--- src/rtl/rxf_pkg.sv ---
package rxf_pkg;
  typedef enum logic [1:0] {
    FMT_EXT   = 2'd0,
    FMT_STD   = 2'd1,
    FMT_SLICE = 2'd2,
    FMT_NONE  = 2'd3
  } rxf_fmt_e;

  // Bits of a word that take part in a comparison.
  localparam logic [31:0] EXT_CARE = 32'hDFFF_FFFF;
  localparam logic [15:0] STD_CARE = 16'hC7FF;
endpackage

--- src/rtl/rxf_regs.sv ---
module rxf_regs #(
  parameter int N_ENTRIES = 8,
  localparam int EW = $clog2(N_ENTRIES)
) (
  input  logic                          clk,
  input  logic                          rst_n,
  input  logic                          cfg_we,
  input  logic                          cfg_sel,
  input  logic [EW-1:0]                 cfg_idx,
  input  logic [31:0]                   cfg_wdata,
  output logic [N_ENTRIES-1:0][31:0]    tbl,
  output logic [N_ENTRIES-1:0][31:0]    msk
);
  always_ff @(posedge clk) begin
    if (!rst_n) begin
      tbl <= '0;
      msk <= '0;
    end else if (cfg_we) begin
      if (cfg_sel) msk[cfg_idx] <= cfg_wdata;
      else         tbl[cfg_idx] <= cfg_wdata;
    end
  end

  // a write to the filter table lands in the addressed word
  p_tbl_write_r2: assert property (@(posedge clk) disable iff (!rst_n)
    (cfg_we && !cfg_sel) |=> tbl[$past(cfg_idx)] == $past(cfg_wdata));
  // a write to the mask table lands in the addressed word
  p_msk_write_r2: assert property (@(posedge clk) disable iff (!rst_n)
    (cfg_we && cfg_sel) |=> msk[$past(cfg_idx)] == $past(cfg_wdata));
endmodule

--- src/rtl/rxf_match.sv ---
module rxf_match
  import rxf_pkg::*;
#(
  parameter int N_ENTRIES = 8,
  localparam int NF = 4 * N_ENTRIES
) (
  input  logic [1:0]                    fmt,
  input  logic [N_ENTRIES-1:0][31:0]    tbl,
  input  logic [N_ENTRIES-1:0][31:0]    msk,
  input  logic [28:0]                   id,
  input  logic                          ide,
  input  logic                          rtr,
  output logic [NF-1:0]                 vec
);
  logic [N_ENTRIES-1:0]   ext_v;
  logic [2*N_ENTRIES-1:0] std_v;
  logic [NF-1:0]          slc_v;
  logic [31:0]            ext_key;
  logic [15:0]            std_key;
  logic [7:0]             slc_key;

  assign ext_key = {rtr, ide, 1'b0, id};
  assign std_key = {rtr, ide, 3'b000, id[10:0]};
  assign slc_key = ide ? id[28:21] : id[10:3];

  for (genvar e = 0; e < N_ENTRIES; e++) begin : g_ent
    assign ext_v[e] = (((tbl[e] ^ ext_key) & msk[e] & EXT_CARE) == 32'd0);

    for (genvar h = 0; h < 2; h++) begin : g_half
      localparam int HI = 31 - 16 * h;
      assign std_v[2*e+h] =
        (((tbl[e][HI -: 16] ^ std_key) & msk[e][HI -: 16] & STD_CARE) == 16'd0);
    end

    for (genvar k = 0; k < 4; k++) begin : g_byte
      localparam int HI = 31 - 8 * k;
      assign slc_v[4*e+k] =
        (((tbl[e][HI -: 8] ^ slc_key) & msk[e][HI -: 8]) == 8'd0);
    end
  end

  always_comb begin
    vec = '0;
    case (rxf_fmt_e'(fmt))
      FMT_EXT:   vec[N_ENTRIES-1:0]   = ext_v;
      FMT_STD:   vec[2*N_ENTRIES-1:0] = std_v;
      FMT_SLICE: vec                  = slc_v;
      default:   vec                  = '0;
    endcase
  end
endmodule

--- src/rtl/rxf_prio.sv ---
module rxf_prio #(
  parameter int W = 32,
  localparam int IW = $clog2(W)
) (
  input  logic [W-1:0]  vec,
  output logic          hit,
  output logic [IW-1:0] idx
);
  always_comb begin
    hit = |vec;
    idx = '0;
    for (int i = W - 1; i >= 0; i--) begin
      if (vec[i]) idx = IW'(i);
    end
  end
endmodule

--- src/rtl/rxf_filter_top.sv ---
module rxf_filter_top #(
  parameter int N_ENTRIES = 8,
  localparam int EW = $clog2(N_ENTRIES),
  localparam int NF = 4 * N_ENTRIES,
  localparam int IW = $clog2(NF)
) (
  input  logic          clk,
  input  logic          rst_n,
  input  logic [1:0]    fmt,
  input  logic          cfg_we,
  input  logic          cfg_sel,
  input  logic [EW-1:0] cfg_idx,
  input  logic [31:0]   cfg_wdata,
  input  logic          hdr_valid,
  output logic          hdr_ready,
  input  logic [28:0]   hdr_id,
  input  logic          hdr_ide,
  input  logic          hdr_rtr,
  output logic          res_valid,
  input  logic          res_ready,
  output logic          res_accept,
  output logic [IW-1:0] res_index
);
  logic [N_ENTRIES-1:0][31:0] tbl;
  logic [N_ENTRIES-1:0][31:0] msk;
  logic [NF-1:0]              match_vec;
  logic                       hit;
  logic [IW-1:0]              hit_idx;
  logic                       take;

  rxf_regs #(.N_ENTRIES(N_ENTRIES)) u_regs (
    .clk(clk), .rst_n(rst_n), .cfg_we(cfg_we), .cfg_sel(cfg_sel),
    .cfg_idx(cfg_idx), .cfg_wdata(cfg_wdata), .tbl(tbl), .msk(msk)
  );

  rxf_match #(.N_ENTRIES(N_ENTRIES)) u_match (
    .fmt(fmt), .tbl(tbl), .msk(msk), .id(hdr_id), .ide(hdr_ide),
    .rtr(hdr_rtr), .vec(match_vec)
  );

  rxf_prio #(.W(NF)) u_prio (
    .vec(match_vec), .hit(hit), .idx(hit_idx)
  );

  assign hdr_ready = !res_valid || res_ready;
  assign take      = hdr_valid && hdr_ready;

  always_ff @(posedge clk) begin
    if (!rst_n) begin
      res_valid  <= 1'b0;
      res_accept <= 1'b0;
      res_index  <= '0;
    end else if (take) begin
      res_valid  <= 1'b1;
      res_accept <= hit;
      res_index  <= hit ? hit_idx : '0;
    end else if (res_ready) begin
      res_valid  <= 1'b0;
    end
  end

  // a taken header yields a result right after the edge
  p_latency_r9: assert property (@(posedge clk) disable iff (!rst_n)
    take |=> res_valid);
  // a stalled result stays put
  p_hold_r10: assert property (@(posedge clk) disable iff (!rst_n)
    (res_valid && !res_ready) |=> (res_valid && $stable(res_accept) && $stable(res_index)));
  // a consumed result with no new header goes away
  p_drop_r10: assert property (@(posedge clk) disable iff (!rst_n)
    (res_valid && res_ready && !hdr_valid) |=> !res_valid);
  // the reported filter matched and no lower one did
  p_lowest_r7: assert property (@(posedge clk) disable iff (!rst_n)
    hit |-> (match_vec[hit_idx] &&
             ((match_vec & ((NF'(1) << hit_idx) - NF'(1))) == '0)));
  // the 29-bit format uses only the first N filter numbers
  p_ext_range_r4: assert property (@(posedge clk) disable iff (!rst_n)
    (fmt == 2'd0) |-> (match_vec[NF-1:N_ENTRIES] == '0));
  // the unused format value matches nothing
  p_none_r8: assert property (@(posedge clk) disable iff (!rst_n)
    (fmt == 2'd3) |-> (match_vec == '0));
  // a rejected result carries index 0
  p_reject_idx_r8: assert property (@(posedge clk) disable iff (!rst_n)
    (res_valid && !res_accept) |-> (res_index == '0));
endmodule

--- config.mk ---
export PLATFORM = sky130hd
export DESIGN_NAME = rxf_filter_top
export DESIGN_NICKNAME = d
export VERILOG_FILES = /design/src/rtl/rxf_pkg.sv /design/src/rtl/rxf_regs.sv /design/src/rtl/rxf_match.sv /design/src/rtl/rxf_prio.sv /design/src/rtl/rxf_filter_top.sv
export SDC_FILE = /design/constraint.sdc
export NUM_CORES = 2
export LEC_CHECK = 0
export BUFFER_PORTS_ARGS = -buffer_cell sky130_fd_sc_hd__buf_2
export CAP_MARGIN = 20
export CORE_MARGIN = 4
export CORE_UTILIZATION = 63
export CTS_CLUSTER_SIZE = 28
export DETAILED_ROUTE_END_ITERATION = 8
export MAX_ROUTING_LAYER = met4
export PLACE_DENSITY = 0.88
export SLEW_MARGIN = 15
export SYNTH_ARGS = -nofsm -noshare
export SYNTH_HDL_FRONTEND = slang
export SYNTH_SLANG_ARGS = --single-unit
--- constraint.sdc ---
create_clock -name clk -period 4 [get_ports clk]
set_clock_uncertainty 0.1 [all_clocks]
set_input_delay 0.4 -clock clk [delete_from_list [all_inputs] [get_ports clk]]
set_output_delay 0.4 -clock clk [all_outputs]
set_load 0.005 [all_outputs]
[Yosys cells after proc, flatten, opt, wreduce, memory -nomap -nowiden]
Index checks and enable logic that the tools add are counted.
W data, S select, Z words.
Storage, ports and cells
  bits in read-only memories: 0
  output and inout port bits: 8
  flip-flop bits (word level): 519
  RAM bits: 0
  memories: 0
  bits of input ports: 74
  logic and storage cells: 244
  bits in latches: 0
Operators by class
  add/subtract/negate cells: 0
  $lt $le $gt $ge: 2
  div/mod/pow operators: 0
  equality and inequality tests: 2
  shift-type cells: 0
  bitwise operators: 113
  $mul: 0
  muxes and demuxes: 43
  reduce and logical (&&, ||, !) cells: 65
Operators with widths (number)
  $bwmux W256: 2
  $and A16 B16 Y16: 16
  $and A32 B32 Y32: 8
  $and A8 B8 Y8: 32
  $logic_not A16 Y1: 16
  $logic_not A32 Y1: 8
  $logic_not A8 Y1: 32
  $xor A16 B16 Y16: 16
  $xor A32 B32 Y32: 8
  $xor A8 B8 Y8: 32
  $mux W5: 33
  $demux W32 S3: 1
  $mux W32: 1
  $reduce_or A32 Y1: 1
  $pmux W8 S3: 1
  $mux W16: 1
  $pmux W8 S2: 1
  $mux W8: 1
  $lt A3 B4 Y1 const B: 1
  $reduce_and A2 Y1: 2
  $ge A3 B1 Y1 const B: 1
  $eq A2 B1 Y1 const B: 1
  $eq A2 B2 Y1 const B: 1
  $logic_and A1 B1 Y1: 2
  6 further kinds: 7

[Depth between registers and ports, before layout]
  word-level depth: 38
  depth in mapped cells: 15
  depth with buffers taken out: 12

[Cells and area by module]
A second synthesis with hierarchy kept.
Second synthesis, totals
  cell total of the unflattened synthesis: 2970
  area, all modules: 28103.2 µm²
Modules (own cells, without submodules)
  rxf_regs: times used 1, cells each 1742, seq. area each 10249.8 µm², area each 18285.0 µm²
  rxf_match: times used 1, cells each 1133, seq. area each 0.0 µm², area each 9133.8 µm²
  rxf_prio: times used 1, cells each 65, seq. area each 0.0 µm², area each 385.4 µm²
  rxf_filter_top: times used 1, cells each 30, seq. area each 140.1 µm², area each 299.0 µm²

[Worst setup path after synthesis]
OpenSTA, ideal clock, no wires.
  path kind: input to register
  start: input port hdr_ide
  end: register res_index[2]
  slack: 617 ps
  arrival: 3167 ps
  path buffers: 3
  library setup time: 116 ps
  stages on the path: 12
  required time: 3784 ps
  path through: buf_6 > buf_6 > mux2i_2 > buf_4 > xnor2_1 > a222oi_1 > nand4_1 > or4bb_1 > or2_2 > nor4_1 > nand4b_1 > a41o_1
Between the ends
  word-level cells in the longest chain between the ends: 38
  elaborated cells on any way between the ends: 206
  those cells by class: 37 x mux; 112 x bitwise; 57 x reduce/logical
RTL lines
  start: declaration: line rxf_filter_top.sv:17  | input logic hdr_ide,
  $mux W8: line rxf_match.sv:24  | assign slc_key = ide ? id[28:21] : id[10:3];
  $xor A8 B8 Y8: line rxf_match.sv:38  | (((tbl[e][HI -: 8] ^ slc_key) & msk[e][HI -: 8]) == 8'd0);
  $and A8 B8 Y8: line rxf_match.sv:38
  $logic_not A8 Y1: line rxf_match.sv:38
  $mux W16: line rxf_match.sv:44  | case (rxf_fmt_e'(fmt))
  $mux W5 (32 in series): line rxf_prio.sv:13  | if (vec[i]) idx = IW'(i);
  $mux W5 (*): line rxf_filter_top.sv:56  | res_index <= hit ? hit_idx : '0;
  end signal: assignment: line rxf_filter_top.sv:56
  end: declaration: line rxf_filter_top.sv:22  | output logic [IW-1:0] res_index
Every way passes the cells marked *; elsewhere a longest branch is shown, timed or not.
A chain may end at the register's enable or synchronous reset.

[Worst setup path in the final report]
  start: input port hdr_ide
  end: register res_index[1]
Same word-level chain as after synthesis.

==> results.ini <==
[setup_path]
crit_slowest_cell=mux2i_4
critPathCaptureType=flip-flop
start_kind=input port
arrival_ps=3810
required_ps=4460
path_delay_family=compound AO/OA/AOI/OAI gates
slowest_delay_ps=530
cp_max_fo=16
crit_type=in2reg
path_cells=buf_2 > buf_12 > mux2i_4 > buf_4 > mux2i_1 > a2111oi_0 > nand4_1 > a211o_1 > a311o_1 > a311oi_1 > o2111ai_1 > a21oi_1 > a2bb2oi_2
cp_num_buf_inv=3
r2r_slack_ps=670

[synth]
synth_compound_area_frac=0.182
synth.area.mux_share=0.0207
synth_flop_cell=dfxtp_1
synth_top_area_share=0.374
synth.distinct_cells=59
syn_area_sq_um=27800
synth-xor-area-share=0.178
yosys-top-cells-area=dfxtp_1 37%, nand2_1 15%, xor2_1 11%
synth-adder-area-share=0.00180
synth_seq_area_share=0.374
yosysMostFrequentCell=nand2_1
yosysWarnings=0
synth_top_family_by_area=simple AND/OR/NAND/NOR gates
synth_seq_cells=519
yosys.area_share.simple=0.198
synth.top_cells.by_count=1144 x nand2_1, 535 x a21oi_1, 519 x dfxtp_1, 352 x xor2_1, 245 x clkbuf_1
syn_inst=3611
syn_area_per_cell_sq_um=7.69
async_flop_share=0
synth_nets=3689
synth_top_area_cell=dfxtp_1
synth_edf_count=0

[clock_tree]
clk_latency_ps=630
cts_root_buffer=clkbuf_16
clock_path_buffers=3
cts_tree=built
clock-sinks=519
ctsResizeCount=0
htree_levels=2
cts_buffers=52
clkSlewWorstSetupHoldPaths_ps=60

[power]
vdd_ir_drop_max_uv=348
power_density_nw_per_um2=395
leakagePower_uw=0.0111
p_total_uw=12100

[global_routing]
antenna_found_initial=4
grt_start_max_net_pins=125
grt_use_total=0.451
grt_pass1_wl_mm=159
grt_pass1_vias=25800
grt-ovfl-total=0

[timing]
min_period_ps=3360
grt_setup_unrepaired=no
setup_tns_ps=0
drv_slew=0
tightest_slew_ps=1060
period_share=0.840
hold_violations=0
fmaxAchievable_mhz=298
relSlewSlack=0.288
setup_viol=0

[detailed_routing]
vias_per_cell=6.65
dr.pass1.iters=9
drt_iter0_drc=4877
wl_per_cell_microns=25.7
drcViolationCount=14
routed_wl_mm=108
vias=28000
ant_nets=0

[worst_hold_path]
worstHoldPathType=in2reg

[place]
io_buffers=81
gp_congestion=1.10
dp_hpwl_mm=72.5
dp_cells=4100

[floorplanning]
die_x_microns=218
io_pins=82
die_area_sq_um=47500
die_h_microns=218
coreArea_sq_um=43400
start_util=0.641
fp-row-count=76

[final_layout]
final_cells=4203
syn2layout_area_growth_pct=10.3
nFillCells=3466
nNetsFinal=3648
layout-drive-gt1-share=0.0880

[run_status]
violations=DRC
status=finished with violations

[job]
maxCapViolCount=0

per-stage QoR:
step	hold WS [ps]	utilization	instance area (sq um)	setup WS [ps]
after global placement	351	0.664	28800	133
final	0.248	0.707	30700	641
after CTS	0.544	0.707	30600	712
after floorplan	334	-	27800	617
after detailed placement	363	0.664	28800	85.1
after global routing	23.0	0.707	30700	478
cells in the final DEF (no fill, tap or decap), types with 4 or more instances in the layout:
master and n:
nand2_1 1144, a21oi_1 535, dfxtp_1 519, xor2_1 352, xnor2_1 214, a22oi_1 142, buf_4 102, buf_2 81
clkbuf_16 54, nand2b_1 48, mux2i_1 43, a222oi_1 41, nand4_1 40, a221oi_1 25, a22o_1 23, nand3_1 22
a2111oi_0 18, nor2_1 15, clkinv_2 15, nor3_1 12, buf_12 12, nor2_2 11, and3_1 11, clkbuf_8 10
a31oi_1 9, mux2i_4 8, and4_1 8, nor2b_1 7, clkbuf_1 7, a21boi_0 6, a211oi_1 6, bufinv_16 6
inv_1 5, o21ai_0 5, nand4b_1 5, diode_2 4, or2_2 4, nor3_2 4, o2111ai_1 4, ha_1 4
worst min-delay path, delay by kind of cell:
kind                   cells  cell delay [ps]
AND/OR/NAND/NOR            1              130
AO/OA/AOI/OAI              1               80
buffers and inverters      1               70
kinds of logic after synthesis:
logic type | count (synthesis)
xor+xnor | 566
mux | 51
compound gates | 828
buf+inv | 297
simple gates | 1346
flops | 519
fa+ha+maj | 4
flip-flops by register name, summed over array words and instances, names as in the netlist:
name and count:
u_regs.msk 256, res_index 5, res_valid 1, res_accept 1, u_regs.tbl 256
final timing paths:
check | start | end | cells after the start
max | hdr_ide | res_index[1] | 13
min | res_ready | res_valid | 3
max reg2reg | u_regs.tbl[46] | res_index[1] | 10
min reg2reg | u_regs.msk[253] | u_regs.msk[253] | 2
power breakdown:
| group | switching, uW | internal [uW] | total, uW |
|---|---|---|---|
| registers | 94.4 | 5240 | 5330 |
| clock network | 2200 | 3050 | 5250 |
| logic | 1030 | 497 | 1520 |
routing by layer:
metal,track usage,vias up,share of wire
met2,0.629,2370,0.40
met4,0.292,0,0.088
met1,0.560,12900,0.35
li1,-,12000,-
met5,-,-,0
met3,0.146,665,0.16
cell type report:
| cell class | instances | area [sq um] | area share |
|---|---|---|---|
| Multi-Input combinational cell | 2795 | 16200 | 0.530 |
| Sequential cell | 519 | 10400 | 0.339 |
| Clock buffer | 71 | 1520 | 0.0494 |
| Timing Repair Buffer | 196 | 1420 | 0.0464 |
| Tap cell | 585 | 732 | 0.0239 |
| Clock inverter | 27 | 314 | 0.0102 |
| Inverter | 6 | 30.0 | 0.000980 |
| Antenna cell | 4 | 10.0 | 0.000327 |
timing repair:
| item | CTS | global route |
|---|---|---|
| hold buffers | 1 | 0 |
| endpoints found under the hold margin | 1 | 0 |
| buffers inserted | 0 | 0 |
(Power assumes the default switching activity.)
